[src/rtl/pc_sequencer.sv]
module pc_sequencer #(
  parameter int PC_W    = 10,
  parameter int EXT_VEC = 4,
  parameter int TMR_VEC = 8
) (
  input  logic            clk,
  input  logic            rst_n,
  input  logic            int_pin_n,
  input  logic            tmr_ovf,
  input  logic            req_skip,
  input  logic            req_jump,
  input  logic            req_call,
  input  logic            req_ret,
  input  logic            req_pcl_wr,
  input  logic [7:0]      pcl_data,
  input  logic [PC_W-1:0] target,
  output logic [PC_W-1:0] fetch_addr,
  output logic [1:0]      phase,
  output logic            flush
);
  localparam logic [PC_W-1:0] EXT_V = PC_W'(EXT_VEC);
  localparam logic [PC_W-1:0] TMR_V = PC_W'(TMR_VEC);
  localparam logic [1:0]      LAST  = 2'd3;

  logic [1:0]      ph;
  logic [PC_W-1:0] pc, stk0, stk1, pc_nx;
  logic            dmy, dmy_nx;
  logic [2:0]      pin_sync;
  logic            ext_pend, tmr_pend;

  wire boundary = (ph == LAST);
  wire pin_fall = pin_sync[2] & ~pin_sync[1];
  wire any_req  = req_call | req_jump | req_ret | req_pcl_wr | req_skip;
  wire live_req = any_req & ~dmy;
  wire take_ext = boundary & ext_pend & ~live_req;
  wire take_tmr = boundary & tmr_pend & ~ext_pend & ~live_req;
  wire do_push  = take_ext | take_tmr | (boundary & ~dmy & req_call & ~ext_pend & ~tmr_pend)
                | (boundary & ~dmy & req_call);
  wire do_pop   = boundary & ~dmy & ~req_call & ~req_jump & req_ret;

  assign fetch_addr = pc;
  assign phase      = ph;
  assign flush      = dmy;

  always_comb begin
    pc_nx  = pc + 1'b1;
    dmy_nx = 1'b0;
    if (take_ext) begin
      pc_nx  = EXT_V;
      dmy_nx = 1'b1;
    end else if (take_tmr) begin
      pc_nx  = TMR_V;
      dmy_nx = 1'b1;
    end else if (!dmy) begin
      if (req_call || req_jump) begin
        pc_nx  = target;
        dmy_nx = 1'b1;
      end else if (req_ret) begin
        pc_nx  = stk0;
        dmy_nx = 1'b1;
      end else if (req_pcl_wr) begin
        pc_nx  = {pc[PC_W-1:8], pcl_data};
        dmy_nx = 1'b1;
      end else if (req_skip) begin
        dmy_nx = 1'b1;
      end
    end
  end

  always_ff @(posedge clk) begin
    if (!rst_n) begin
      pin_sync <= 3'b111;
      ext_pend <= 1'b0;
      tmr_pend <= 1'b0;
    end else begin
      pin_sync <= {pin_sync[1:0], int_pin_n};
      ext_pend <= (ext_pend & ~take_ext) | pin_fall;
      tmr_pend <= (tmr_pend & ~take_tmr) | tmr_ovf;
    end
  end

  always_ff @(posedge clk) begin
    if (!rst_n) begin
      ph   <= 2'd0;
      pc   <= '0;
      dmy  <= 1'b1;
      stk0 <= '0;
      stk1 <= '0;
    end else begin
      ph <= ph + 2'd1;
      if (boundary) begin
        pc  <= pc_nx;
        dmy <= dmy_nx;
        if (do_push) begin
          stk0 <= pc;
          stk1 <= stk0;
        end else if (do_pop) begin
          stk0 <= stk1;
        end
      end
    end
  end
endmodule


[config.mk]
export PLATFORM = sky130hd
export DESIGN_NAME = pc_sequencer
export DESIGN_NICKNAME = d
export VERILOG_FILES = /design/src/rtl/pc_sequencer.sv
export SDC_FILE = /design/constraint.sdc
export NUM_CORES = 1
export LEC_CHECK = 0
export ABC_AREA = 1
export ABC_CLOCK_PERIOD_IN_PS = 1900
export CORE_MARGIN = 2
export CORE_UTILIZATION = 51
export CTS_BUF_LIST = sky130_fd_sc_hd__clkbuf_8 sky130_fd_sc_hd__clkbuf_16
export CTS_CLUSTER_DIAMETER = 80
export CTS_CLUSTER_SIZE = 8
export DETAILED_ROUTE_END_ITERATION = 8
export PLACE_DENSITY = 0.8
export SYNTH_ARGS = -nofsm -noshare
export SYNTH_HDL_FRONTEND = slang
export SYNTH_SLANG_ARGS = --single-unit
[constraint.sdc]
create_clock -name clk -period 1.9 [get_ports clk]
set_input_delay 0.475 -clock clk [delete_from_list [all_inputs] [get_ports clk]]
set_output_delay 0.475 -clock clk [all_outputs]
set_load 0.01 [all_outputs]
==> load_flow_metrics.sql <==
INSERT INTO impl_metrics (metric_group, metric, value, unit) VALUES
('status', 'outcome', 'complete, no violations', ''),
('sta', 'skew', '0.00530', 'ns'),
('floorplanning', 'row_count', '22', ''),
('clocking', 'root_buffer_master', 'sky130_fd_sc_hd__clkbuf_8', ''),
('floorplanning', 'die_height', '66.5', 'um'),
('clocking', 'cts_max_level', '2', ''),
('placement', 'post-dp-hpwl', '4.30', 'mm'),
('layout', 'final_nets', '403', ''),
('placement', 'quantity_of_i_o_buffers_inserted_on_ports', '39', ''),
('floorplanning', 'top_level_ports', '40', ''),
('clocking', 'clk_pin_slew', '0.07', 'ns'),
('layout', 'mostFrequentLayoutCells', 'sky130_fd_sc_hd__nand2_1 (107), sky130_fd_sc_hd__clkdlybuf4s50_1 (39), sky130_fd_sc_hd__dfxtp_1 (37)', ''),
('setup_path', 'worst_r2r_endpoint', 'fetch_addr[8]', ''),
('global_routing', 'global_route_wire_length_before_repair', '9.58', 'mm'),
('detailed_routing', 'routed_wire_length_per_instance', '13.5', 'um'),
('placement', 'dpl_worst_slack', '-0.169', 'ns'),
('setup_path', 'cell_chain_of_the_critical_path', 'clkdlybuf4s50_1', ''),
('floorplanning', 'floorplan.die_area', '0.00443', 'mm2'),
('min_path', 'hold-path-cell-count', '1', ''),
('synth', 'netlist_area', '0.00199', 'mm2'),
('detailed_routing', 'avgViaCountPerCell', '5.14', ''),
('synth', 'synth_cells', '304', ''),
('min_path', 'whs_endpoint', 'pin_sync[1]', ''),
('global_routing', 'global_route.usage.total', '28.7', '%'),
('setup_path', 'cp_slowest_stage_delay', '0.59', 'ns'),
('power_and_ir_drop', 'vdd.ir_drop.worst', '0.445', 'mV'),
('detailed_routing', 'detail_route.drc_violations', '0', ''),
('detailed_routing', 'postRouteAntennaNets', '0', ''),
('synth', 'synth_seq_cells', '38', ''),
('floorplanning', 'fp.coreArea', '0.00372', 'mm2'),
('layout', 'final_layout_size_suffix_gt1_share', '16.8', '%'),
('global_routing', 'grt_pass1_vias', '2084', ''),
('layout', 'final_common_cell', 'sky130_fd_sc_hd__nand2_1', ''),
('setup_path', 'crit_type', 'register to output pin', ''),
('setup_path', 'ff2ff_setup_slack', '0.25', 'ns'),
('min_path', 'hold_path.startpoint', 'pin_sync[0]', ''),
('layout', 'layout-area-overhead-vs-synth', '38.3', '%'),
('sta', 'period_minus_slack', '1.82', 'ns'),
('sta', 'timing_hold_violations_final', '0', ''),
('setup_path', 'crit_path_capture_type', 'output pin', ''),
('setup_path', 'r2r_cells', '10', ''),
('detailed_routing', 'drt_pass1_iterations', '4', ''),
('clocking', 'number_of_buffers_created_by_cts', '5', ''),
('clocking', 'sinks_on_clock_net', '38', ''),
('floorplanning', 'chipWidth', '66.5', 'um'),
('synth', 'synth.avg_cell_area', '6.56', 'um2'),
('global_routing', 'grt_start_max_net_pins', '17', ''),
('global_routing', 'antenna_found_initial', '0', ''),
('synth', 'yosysWarningCount', '0', ''),
('clocking', 'clockBufferDepth', '2', ''),
('synth', 'synth-seq-area-share', '38.1', '%'),
('clocking', 'insertion_delay', '0.30', 'ns'),
('detailed_routing', 'routed_wl', '5.69', 'mm'),
('sta', 'maxSlewHeadroom', '79.2', '%'),
('setup_path', 'startpoint_type', 'register', ''),
('floorplanning', 'initial_utilization', '53.7', '%'),
('detailed_routing', 'initialDrtViolationCount', '191', ''),
('clocking', 'post_cts_buffers', '0', ''),
('setup_path', 'cp.buffers_inverters', '1', ''),
('global_routing', 'globalRoute.totalOverflow', '0', ''),
('setup_path', 'cp_max_fo', '6', ''),
('flow_run', 'cap_viol_max_count', '0', ''),
('sta', 'worst_slack', '0.0763', 'ns'),
('clocking', 'cts_tree', 'yes', ''),
('sta', 'final_min_period_over_clock_period', '96.0', '%'),
('power_and_ir_drop', 'total_power', '1.76', 'mW'),
('setup_path', 'worst_path_slowest_cell', 'sky130_fd_sc_hd__clkdlybuf4s50_1', ''),
('sta', 'setup-tns-final', '0', 'ns'),
('setup_path', 'regToRegStartpoint', 'fetch_addr[1]', ''),
('power_and_ir_drop', 'cellLeakagePower', '1.20', 'nW'),
('setup_path', 'wp_data_arrival', '1.35', 'ns');
-- per-stage QoR --
stage	area, um2	util (%)	hold slack, ns
2_1_floorplan	1990	-	0.392
3_3_place_gp	2640	71.1	0.411
3_5_place_dp	2640	71.1	0.415
4_1_cts	2750	74.0	0.450
5_1_grt	2760	74.2	0.475
6_report	2760	74.2	0.449
-- power by group --
group          internal, mW  switching, mW  total, mW
Clock                 0.386          0.297      0.683
Combinational         0.129          0.117      0.245
Sequential            0.818         0.0173      0.835
-- final cells by class --
class	count	area (um2)
fillers	329	957
multi-input cells	234	1090
well taps	48	60.1
repair buffers	72	651
inverters	23	86.3
clock buffers	5	68.8
clock inverters	3	40.0
flip-flops and latches	38	762
-- worst reg2reg max path, cell delays in order (launching register included) --
cell and delay (ns):
sky130_fd_sc_hd__dfxtp_1 0.47, sky130_fd_sc_hd__ha_1 0.25, sky130_fd_sc_hd__nand2_1 0.08, sky130_fd_sc_hd__nor2_1 0.17
sky130_fd_sc_hd__inv_1 0.09, sky130_fd_sc_hd__nor2_1 0.11, sky130_fd_sc_hd__nand3_1 0.08, sky130_fd_sc_hd__nand3_1 0.07
sky130_fd_sc_hd__nand2_1 0.06, sky130_fd_sc_hd__nand2_1 0.08, sky130_fd_sc_hd__a21oi_1 0.08
-- Yosys cell counts (all sizes together) --
cell type,count,share of area (%)
nand3,16,4.0
buf,6,2.6
a22oi,1,0.38
nor3,2,0.75
a21oi,25,6.3
nand2,110,21
inv,23,4.3
o22ai,5,1.6
o21ai,17,4.5
xor2,1,0.44
o21bai,3,1.1
dfxtp,38,38
nand4,5,1.6
xnor2,1,0.44
or2,3,0.94
nor3b,1,0.38
clkbuf,3,0.56
nor2,41,9.1
ha,2,1.3
a31oi,1,0.31
-- layer usage --
| metal | global-route usage (%) | up-vias | share of wire (%) |
|---|---|---|---|
| met5 | 0 | - | 0 |
| met4 | 10.5 | 0 | 2.3 |
| met3 | 5.24 | 13 | 4.0 |
| met2 | 47.6 | 63 | 47 |
| met1 | 37.0 | 982 | 46 |
| li1 | - | 1116 | - |
-- sequential cells by signal (all words and copies together) (netlist names) --
name        flops
phase           2
stk0           10
flush           1
tmr_pend        1
pin_sync        3
fetch_addr     10
ext_pend        1
stk1           10
-- kinds of logic (layout without fill, tap and decap cells) --
group / count (synthesis) / count (layout) / share of synthesized area (%)
and+or+nand+nor: 178 / 178 / 38.1
AOI/OAI and AO/OA: 52 / 52 / 14.1
DFF: 38 / 38 / 38.1
buffers and inverters: 32 / 103 / 7.53
adders and majority gates: 2 / 2 / 1.25
xor gates and xnor gates: 2 / 2 / 0.878
-- worst max path at each step --
stage / slack, ns / end / cells after the start
6_report: 0.08 / fetch_addr[1] / 1
5_1_grt: -0.005 / stk0[1] / 11
4_1_cts: 0.03 / flush / 1
3_5_place_dp: -0.17 / stk0[0] / 11
3_3_place_gp: -0.11 / fetch_addr[8] / 10
2_1_floorplan: 0.39 / stk0[0] / 11
-- what timing repair did --
item	4_1_cts	5_1_grt
endpoints found under the setup margin	0	3
endpoints found under the hold margin	0	0
resized for setup	0	3
hold buffers	0	0
Power figures use the tool's default switching activity.
